===== config.mk =====
export PLATFORM = sky130hd
export DESIGN_NAME = iso_engine
export DESIGN_NICKNAME = d
export VERILOG_FILES = /design/src/rtl/iso_pkg.sv /design/src/rtl/iso_wired_or.sv /design/src/rtl/iso_sequencer.sv /design/src/rtl/iso_card.sv /design/src/rtl/iso_engine.sv
export SDC_FILE = /design/constraint.sdc
export NUM_CORES = 1
export LEC_CHECK = 0
export BUFFER_PORTS_ARGS = -buffer_cell sky130_fd_sc_hd__buf_2
export CAP_MARGIN = 5
export CORE_MARGIN = 2
export CORE_UTILIZATION = 23
export DETAILED_ROUTE_END_ITERATION = 6
export GPL_TIMING_DRIVEN = 0
export PLACE_DENSITY = 0.46
export REMOVE_ABC_BUFFERS = 1
export SKIP_CTS_REPAIR_TIMING = 1
export SKIP_LAST_GASP = 1
export SYNTH_ARGS = -nofsm -noshare
export SYNTH_HDL_FRONTEND = slang
export SYNTH_SLANG_ARGS = --single-unit

===== constraint.sdc =====
create_clock -name clk -period 1.7 [get_ports clk]
set_input_delay 0.085 -clock clk [delete_from_list [all_inputs] [get_ports clk]]
set_output_delay 0.085 -clock clk [all_outputs]
set_load 0.005 [all_outputs]

===== src/rtl/iso_pkg.sv =====
package iso_pkg;

  typedef enum logic [2:0] {
    SEQ_IDLE,
    SEQ_ROUND,
    SEQ_DRIVE,
    SEQ_SAMPLE,
    SEQ_GRANT,
    SEQ_DONE
  } seq_state_e;

  typedef struct packed {
    logic rejoin;   // new round: unassigned cards compete again
    logic drive;    // drive clock of a bit slot
    logic sample;   // sample clock of a bit slot
    logic grant;    // round winner takes the offered handle
  } slot_ctl_t;

endpackage


===== src/rtl/iso_wired_or.sv =====
module iso_wired_or #(
  parameter int unsigned N = 4
) (
  input  logic [N-1:0] drive_i,
  output logic         line_o
);

  logic [N:0] chain;

  assign chain[0] = 1'b0;

  for (genvar g = 0; g < N; g++) begin : g_pull
    assign chain[g+1] = chain[g] | drive_i[g];
  end

  assign line_o = chain[N];

endmodule


===== src/rtl/iso_sequencer.sv =====
module iso_sequencer
  import iso_pkg::*;
#(
  parameter int unsigned SN_W     = 16,
  parameter int unsigned HANDLE_W = 4,
  parameter int unsigned IDX_W    = 4
) (
  input  logic                clk,
  input  logic                rst_n,
  input  logic                start_i,
  input  logic                line_i,
  output slot_ctl_t           ctl_o,
  output logic [IDX_W-1:0]    bit_idx_o,
  output logic [HANDLE_W-1:0] handle_o,
  output logic                busy_o,
  output logic                done_o
);

  localparam logic [IDX_W-1:0] TOP_BIT = IDX_W'(SN_W - 1);

  seq_state_e          state_q, state_d;
  logic [IDX_W-1:0]    idx_q, idx_d;
  logic [HANDLE_W-1:0] hnd_q, hnd_d;
  logic                seen_q, seen_d;
  logic                seen_now;

  assign seen_now = seen_q | line_i;

  always_comb begin
    state_d = state_q;
    idx_d   = idx_q;
    hnd_d   = hnd_q;
    seen_d  = seen_q;
    unique case (state_q)
      SEQ_IDLE: begin
        if (start_i) state_d = SEQ_ROUND;
      end
      SEQ_ROUND: begin
        idx_d   = TOP_BIT;
        seen_d  = 1'b0;
        state_d = SEQ_DRIVE;
      end
      SEQ_DRIVE: begin
        state_d = SEQ_SAMPLE;
      end
      SEQ_SAMPLE: begin
        seen_d = seen_now;
        if (idx_q == '0) begin
          state_d = seen_now ? SEQ_GRANT : SEQ_DONE;
        end else begin
          idx_d   = idx_q - 1'b1;
          state_d = SEQ_DRIVE;
        end
      end
      SEQ_GRANT: begin
        hnd_d   = hnd_q + 1'b1;
        state_d = SEQ_ROUND;
      end
      SEQ_DONE: begin
        state_d = SEQ_DONE;
      end
      default: state_d = SEQ_IDLE;
    endcase
  end

  always_ff @(posedge clk or negedge rst_n) begin
    if (!rst_n) begin
      state_q <= SEQ_IDLE;
      idx_q   <= '0;
      hnd_q   <= HANDLE_W'(1);
      seen_q  <= 1'b0;
    end else begin
      state_q <= state_d;
      idx_q   <= idx_d;
      hnd_q   <= hnd_d;
      seen_q  <= seen_d;
    end
  end

  assign ctl_o.rejoin = (state_q == SEQ_ROUND);
  assign ctl_o.drive  = (state_q == SEQ_DRIVE);
  assign ctl_o.sample = (state_q == SEQ_SAMPLE);
  assign ctl_o.grant  = (state_q == SEQ_GRANT);
  assign bit_idx_o    = idx_q;
  assign handle_o     = hnd_q;
  assign busy_o       = (state_q != SEQ_IDLE) && (state_q != SEQ_DONE);
  assign done_o       = (state_q == SEQ_DONE);

  AST_LINE_ONLY_IN_SAMPLE: assert property (@(posedge clk) disable iff (!rst_n)
    line_i |-> (state_q == SEQ_SAMPLE));

  AST_HANDLE_STEP: assert property (@(posedge clk) disable iff (!rst_n)
    (state_q == SEQ_GRANT) |=> (hnd_q == HANDLE_W'($past(hnd_q) + 1'b1)));

  AST_DONE_HOLDS: assert property (@(posedge clk) disable iff (!rst_n)
    done_o |=> (done_o && !busy_o));

endmodule


===== src/rtl/iso_card.sv =====
module iso_card
  import iso_pkg::*;
#(
  parameter int unsigned SN_W     = 16,
  parameter int unsigned HANDLE_W = 4,
  parameter int unsigned IDX_W    = 4
) (
  input  logic                clk,
  input  logic                rst_n,
  input  logic [SN_W-1:0]     serial_i,
  input  slot_ctl_t           ctl_i,
  input  logic [IDX_W-1:0]    bit_idx_i,
  input  logic                line_i,
  input  logic [HANDLE_W-1:0] handle_i,
  output logic                drive_o,
  output logic                active_o,
  output logic                assigned_o,
  output logic [HANDLE_W-1:0] handle_o
);

  logic                active_q, active_d;
  logic                owned_q, owned_d;
  logic                drv_q, drv_d;
  logic [HANDLE_W-1:0] hnd_q, hnd_d;
  logic                lost;

  // released the line for a 0 but the line reads 1
  assign lost = ctl_i.sample && active_q && !drv_q && line_i;

  always_comb begin
    active_d = active_q;
    owned_d  = owned_q;
    hnd_d    = hnd_q;
    drv_d    = 1'b0;
    if (ctl_i.rejoin && !owned_q) active_d = 1'b1;
    if (ctl_i.drive) drv_d = active_q && serial_i[bit_idx_i];
    if (lost) active_d = 1'b0;
    if (ctl_i.grant && active_q) begin
      owned_d  = 1'b1;
      hnd_d    = handle_i;
      active_d = 1'b0;
    end
  end

  always_ff @(posedge clk or negedge rst_n) begin
    if (!rst_n) begin
      active_q <= 1'b0;
      owned_q  <= 1'b0;
      drv_q    <= 1'b0;
      hnd_q    <= '0;
    end else begin
      active_q <= active_d;
      owned_q  <= owned_d;
      drv_q    <= drv_d;
      hnd_q    <= hnd_d;
    end
  end

  assign drive_o    = drv_q;
  assign active_o   = active_q;
  assign assigned_o = owned_q;
  assign handle_o   = hnd_q;

  AST_LOSER_DROPS: assert property (@(posedge clk) disable iff (!rst_n)
    (ctl_i.sample && active_q && !drv_q && line_i) |=> !active_q);

  AST_RETIRED_SILENT: assert property (@(posedge clk) disable iff (!rst_n)
    owned_q |-> (!drv_q && !active_q));

  AST_HANDLE_KEPT: assert property (@(posedge clk) disable iff (!rst_n)
    owned_q |=> (owned_q && $stable(hnd_q)));

  AST_ZERO_NEVER_DRIVES: assert property (@(posedge clk) disable iff (!rst_n)
    (serial_i == '0) |-> !drv_q);

endmodule


===== src/rtl/iso_engine.sv =====
module iso_engine
  import iso_pkg::*;
#(
  parameter int unsigned NUM_CARDS = 4,
  parameter int unsigned SN_W      = 16,
  parameter int unsigned HANDLE_W  = 4
) (
  input  logic                          clk,
  input  logic                          rst_n,
  input  logic                          start_i,
  input  logic [NUM_CARDS*SN_W-1:0]     serials_i,
  output logic                          line_o,
  output logic                          busy_o,
  output logic                          done_o,
  output logic [NUM_CARDS-1:0]          assigned_o,
  output logic [NUM_CARDS*HANDLE_W-1:0] handles_o
);

  localparam int unsigned IDX_W = (SN_W > 1) ? $clog2(SN_W) : 1;

  logic [1:0]           rst_pipe_q;
  logic                 rst_sync_n;
  slot_ctl_t            ctl;
  logic [IDX_W-1:0]     bit_idx;
  logic [HANDLE_W-1:0]  offer;
  logic [NUM_CARDS-1:0] drives;
  logic [NUM_CARDS-1:0] actives;
  logic                 line;

  always_ff @(posedge clk or negedge rst_n) begin
    if (!rst_n) rst_pipe_q <= 2'b00;
    else        rst_pipe_q <= {rst_pipe_q[0], 1'b1};
  end
  assign rst_sync_n = rst_pipe_q[1];

  iso_sequencer #(
    .SN_W(SN_W), .HANDLE_W(HANDLE_W), .IDX_W(IDX_W)
  ) u_seq (
    .clk(clk), .rst_n(rst_sync_n), .start_i(start_i), .line_i(line),
    .ctl_o(ctl), .bit_idx_o(bit_idx), .handle_o(offer),
    .busy_o(busy_o), .done_o(done_o)
  );

  for (genvar c = 0; c < NUM_CARDS; c++) begin : g_card
    iso_card #(
      .SN_W(SN_W), .HANDLE_W(HANDLE_W), .IDX_W(IDX_W)
    ) u_card (
      .clk(clk), .rst_n(rst_sync_n),
      .serial_i(serials_i[c*SN_W +: SN_W]),
      .ctl_i(ctl), .bit_idx_i(bit_idx), .line_i(line), .handle_i(offer),
      .drive_o(drives[c]), .active_o(actives[c]),
      .assigned_o(assigned_o[c]),
      .handle_o(handles_o[c*HANDLE_W +: HANDLE_W])
    );
  end

  iso_wired_or #(.N(NUM_CARDS)) u_bus (.drive_i(drives), .line_o(line));

  assign line_o = line;

  AST_SINGLE_WINNER: assert property (@(posedge clk) disable iff (!rst_sync_n)
    ctl.grant |-> ($countones(actives) == 1));

  AST_IDLE_LINE_LOW: assert property (@(posedge clk) disable iff (!rst_sync_n)
    (!busy_o) |-> !line_o);

endmodule


==> Word-level counts from Yosys, hierarchy flattened <==
Cells that the tools add are included.
{ "word_totals": {"input_bits": 67, "reg_bits": 42, "word_cells": 109} }
{ "op_classes": {"n_mux": 31, "n_reduce_logical": 42, "addsub": 2, "bitwise_logic": 4, "n_lt_le_gt_ge": 1, "n_eq_ne": 8} }
{ "ops": {"columns": ["op", "n"], "rows": [
  ["logical AND 1 bit", 25],
  ["two-way mux 1 bit", 21],
  ["one-hot mux 3 bit (6 select lines)", 1],
  ["binary-select mux 1 bit (select 4 bit)", 4],
  ["nonzero test 3 bit", 5],
  ["zero test 1 bit", 8],
  ["one-hot mux 4 bit (2 select lines)", 1],
  ["equality test 3 x 2 -> 1 bit (second input constant)", 2],
  ["equality test 3 bit (second input constant)", 2],
  ["two-way mux 3 bit", 2],
  ["less-than comparator 4 x 5 -> 1 bit (second input constant)", 1],
  ["adder 4 x 1 -> 4 bit (second input constant)", 1],
  ["zero test 4 bit", 1],
  ["two-way mux 4 bit", 1],
  ["inequality test 2 bit (second input constant)", 2],
  ["bitwise OR 1 bit", 4],
  ["subtractor 4 x 1 -> 4 bit (second input constant)", 1],
  ["equality test 3 x 1 -> 1 bit (second input constant)", 1],
  ["zero test 3 bit", 1],
  ["inequality test 3 bit (second input constant)", 1],
  ["one-hot mux 1 bit (2 select lines)", 1],
  ["AND reduction 2 bit", 1],
  ["nonzero test 2 bit", 1]
]} }

==> Depth between registers and ports, before layout <==
{ "logic_depth": {"depth_word": 7, "mapped_depth": 8, "ltp_nobuf": 6} }

==> Hierarchy <==
From an unflattened synthesis, not the netlist that was laid out.
{ "hier_totals": {"hier_cells": 204, "area_unflattened_um2": 2389.8} }
{ "modules_own_cells": {"columns": ["module", "cells_per_inst", "area_per_inst_um2", "n_inst"], "rows": [
  ["iso_card", 34, 404.1, 4],
  ["iso_sequencer", 64, 711.9, 1],
  ["iso_engine", 3, 53.8, 1],
  ["iso_wired_or", 1, 7.5, 1]
]} }

==> Worst setup path after synthesis <==
Ideal clock, no wire load.
{ "synth_path": {"path_type": "flip-flop to flip-flop", "from": "reg u_seq.idx_q[1], in the netlist u_seq.bit_idx_o[1]", "to": "reg u_seq.idx_q[0], in the netlist u_seq.bit_idx_o[0]", "n_path_buf": 2, "setup_time_ns": 0.071, "stages_incl_launch_ff": 9, "arrival_time_ns": 1.616, "slack_ns": 0.013, "cell_sequence": "dfrtp_1 -> buf_6 -> buf_2 -> inv_1 -> ha_1 -> nand4bb_1 -> and2_1 -> and3_1 -> nor2_1"} }
{ "synth_via": {"elab_chain_cells": 3} }
{ "synth_rtl": {"columns": ["item", "line_no", "rtl"], "rows": [
  ["from (decl)", "iso_sequencer.sv:22", "logic [IDX_W-1:0] idx_q, idx_d;"],
  ["from (signal assigned)", "iso_sequencer.sv:74", "idx_q <= idx_d;"],
  ["zero test 4 bit", "iso_sequencer.sv:48", "if (idx_q == '0) begin"],
  ["inequality test 2 bit (no line)", null, null],
  ["AND reduction 2 bit (no line)", null, null]
]} }
Every way passes these cells.
A chain may end at the register's enable or synchronous reset.

==> Final worst setup path <==
{ "layout_path": {"from": "reg u_seq.idx_q[1], in the netlist u_seq.bit_idx_o[1]", "to": "reg g_card[3].u_card.drv_q"} }
{ "layout_via": {"elab_chain_cells": 4} }
{ "layout_rtl": {"columns": ["item", "line_no", "rtl"], "rows": [
  ["binary-select mux 1 bit (select 4 bit)", "iso_card.sv:36", "if (ctl_i.drive) drv_d = active_q && serial_i[bit_idx_i];"],
  ["two-way mux 1 bit (not written as such)", "iso_card.sv:36", null],
  ["logical AND 1 bit", "iso_card.sv:36", null],
  ["two-way mux 1 bit", "iso_card.sv:36", null],
  ["named net g_card[3].u_card.drv_d", "iso_card.sv:23", "logic drv_q, drv_d;"],
  ["to (signal assigned)", "iso_card.sv:54", "drv_q <= drv_d;"],
  ["to (decl)", "iso_card.sv:23", null]
]} }
The timed path passes the listed nets, and every way through them passes these cells. The select of a mux whose other input is x is not followed.

==> impl_results.md <==
- Status: completed
- Pwr Density: 1300 mW/mm2
- Final setup viols: 0
- Final Hold Viols: 0
- Fill cell count: 1,011
- Fin. max-slew vios: 0
- Grt ovf: 0
- Clk buf depth: 2
- Tcrit/Tclk final: 0.960
- Largest family of logic cells by synthesized area: multiplexers
- Dpl hpwl: 3.97 mm
- Crit path from: u_seq.bit_idx_o[1]
- Mapped Area: 0.00227 mm2
- Req. time, crit path: 1.86 ns
- Top-area cell type share of the netlist area: 0.452
- DRT iter0 DRCs: 65
- Synth Warn #: 0
- Port Buf Inserts: 89
- Critical Path AT: 1.79 ns
- Largest net degree at the start of global routing: 41
- Die ar.: between 0.01 and 0.015 mm2
- Max-cap violation count: 0
- Fin nets: 347
- Max VDD drop: around 0.53 mV
- Initial antenna violation count: 0
- Slowest stage delay, CP: 0.53 ns
- Clk_lat worst skew: a little under 0.3 ns
- Synth Flop Type: dfrtp_1
- FMAX: 613 MHz
- CTS tree: yes
- Critical path, cell by cell: mux4_2, mux2_2, o211ai_2, a21oi_1
- Layout Skew: 0.0104 ns
- Synthesis-stage register bit count: 42
- Adder-cell area share of the yosys netlist: 0.0165
- GRT Util Overall: 0.0995
- Std-Cell Rows: 36
- Setup WS pre-CTS: -0.481 ns
- Setup crit end kind: register
- Count leader, synth: dfrtp_1
- Area growth syn-to-layout: 34.8%
- ANT cells: 0
- DIE HEIGHT: 103 um
- Simple-gate share of the synthesized area: 0.122
- # IOs: 90
- Worst-path clk slew: 0.08 ns
- Sequential share of the synthesized area: 0.464
- Slew headroom: 0.410
- GP Congestion: 0.733
- Root Buffer: clkbuf_8
- Slowest CP cell: mux4_2
- Syn_area_per_cell: 12.3 um2
- Initial Util: 0.234
- Synth cell types: 42
- Pleak: 1.55 nW
- DRT antenna net count: 0
- Layout cells sized above 1: 0.489
- Compound-Gate Fraction of Synth Area: 0.0706
- Setup slack after layout: a little under 0.07 ns
- Cell family with most CP delay: multiplexers
- Via count: ~1.8k
- CP Launch Type: register
- TritonRoute pass-1 iters: 4
- Slew @ Worst Pin: 0.885 ns
- Largest cells by area after synthesis: dfrtp_1 45%, mux4_2 12%, mux2_1 7.9%
- Vias in the first global route: about 1.7k
- CP Buf/Inv Count: 0
- Yosys top cell by area: dfrtp_1
- Total Power: 3.98 mW
- Post-synth top cells: 41 x dfrtp_1, 16 x mux2_1, 16 x nand2_1
- Number of CTS-inserted buffers: 5
- First-pass GRT wire length: 8.27 mm
- RSZ-0062 raised after global routing: yes
- Vias per inst: 4.28
- H-tree depth: 2
- Synthesized instance count: 185
- Sink Count: 42
- Chip Width: just over 100 um
- Crit Path Max Fanout: 11
- Mux cell area share after synthesis: 0.258
- EDFF count, synth: 0
- Hold/Removal Path Class: input port to asynchronous set/reset pin
- DR DRC count: 0
- Crit path time final: 1.63 ns
- Core area: a little under 0.01 mm2
- FFs w/ async S/R, synth: 1.00
- WL/cell: 12.5 um
- Xor/xnor cell area share of the yosys netlist: 0.0193
- FF-to-FF Start: u_seq.bit_idx_o[1]
- WL final: 5.13 mm
- Critical path type: register to register
-- final timing paths --
path	to	slack, ns	cells after the start
worst max-delay path	g_card[3].u_card.drive_o	0.07	4
worst min-delay path	rst_pipe_q[1]	0.10	2
worst max register to register	g_card[3].u_card.drive_o	0.07	4
worst min register to register	rst_pipe_q[1]	0.34	0
max in group asynchronous	u_seq.bit_idx_o[1]	0.64	0
min in group clk	u_seq.state_q[0]	0.18	5
-- per-layer routing --
metal / vias to the layer above / share of wire / GRT usage
li1: 859 / - / -
met1: 819 / 0.47 / 0.135
met2: 76 / 0.45 / 0.157
met3: 5 / 0.071 / 0.0255
met4: 0 / 0.0096 / 0.0304
met5: - / 0 / 0
-- state kept, by name, summed over array words and instances, names as in the netlist --
signal / count
rst_pipe_q: 2
u_seq.state_q: 3
g_card.u_card.active_o: 4
g_card.u_card.assigned_o: 4
u_seq.handle_o: 4
u_seq.bit_idx_o: 4
u_seq.seen_q: 1
g_card.u_card.handle_o: 16
g_card.u_card.drive_o: 4
-- logic make-up after synthesis --
kind of cell	count (synthesis)
xor+xnor	5
compound gates	23
simple gates	54
other cells	1
mux	38
buf+inv	19
fa+ha+maj	3
flops	42
-- cell usage in the layout, fill, tap and decap left out, drive strengths merged, types with 2 or more instances in the layout --
cell type / n
o21ai: 2
nor2: 9
a21oi: 4
nor2b: 3
and2: 2
mux2i: 7
buf: 98
bufinv: 2
mux2: 17
clkbuf: 6
o31ai: 4
mux4: 14
and3: 3
a211oi: 3
a31oi: 2
nand2b: 5
ha: 3
dfrtp: 41
o211ai: 5
nand3: 3
nand2: 20
nor3: 2
inv: 5
xnor2: 4
nor3b: 2
-- report_power, final --
part           internal (mW)  switching [mW]
sequential              1.17           0.339
clock                  0.626           0.337
combinational          0.914           0.588
total                   2.71            1.26
-- area by class of cell --
| type | count | area [um2] | share of cell area |
|---|---|---|---|
| inverter | 5 | 18.8 | 0.00614 |
| multi-input combinational | 124 | 1130 | 0.370 |
| timing repair buffer | 99 | 536 | 0.175 |
| clock buffer | 6 | 82.6 | 0.0270 |
| tap | 133 | 166 | 0.0544 |
| sequential | 42 | 1060 | 0.348 |
| clock inverter | 2 | 60.1 | 0.0196 |
-- worst register-to-register path: stages, from the launching register on --
cell,delay [ns]
dfrtp_4,0.51
mux4_2,0.53
mux2_2,0.29
o211ai_2,0.13
a21oi_1,0.05
-- metrics by stage --
step	utilization	std cells	TNS [ns]	instance area, um2	hold slack [ns]
global route	0.316	411	-0.0765	3060	0.103
floorplan	-	171	-0.428	2180	-0.211
global placement	0.288	393	-6.16	2790	-0.127
finish	0.316	411	0	3060	0.100
detailed placement	0.288	393	-3.91	2790	-0.126
CTS	0.303	401	-4.19	2930	-0.449
Note: power is estimated with default switching activity, not from simulation.
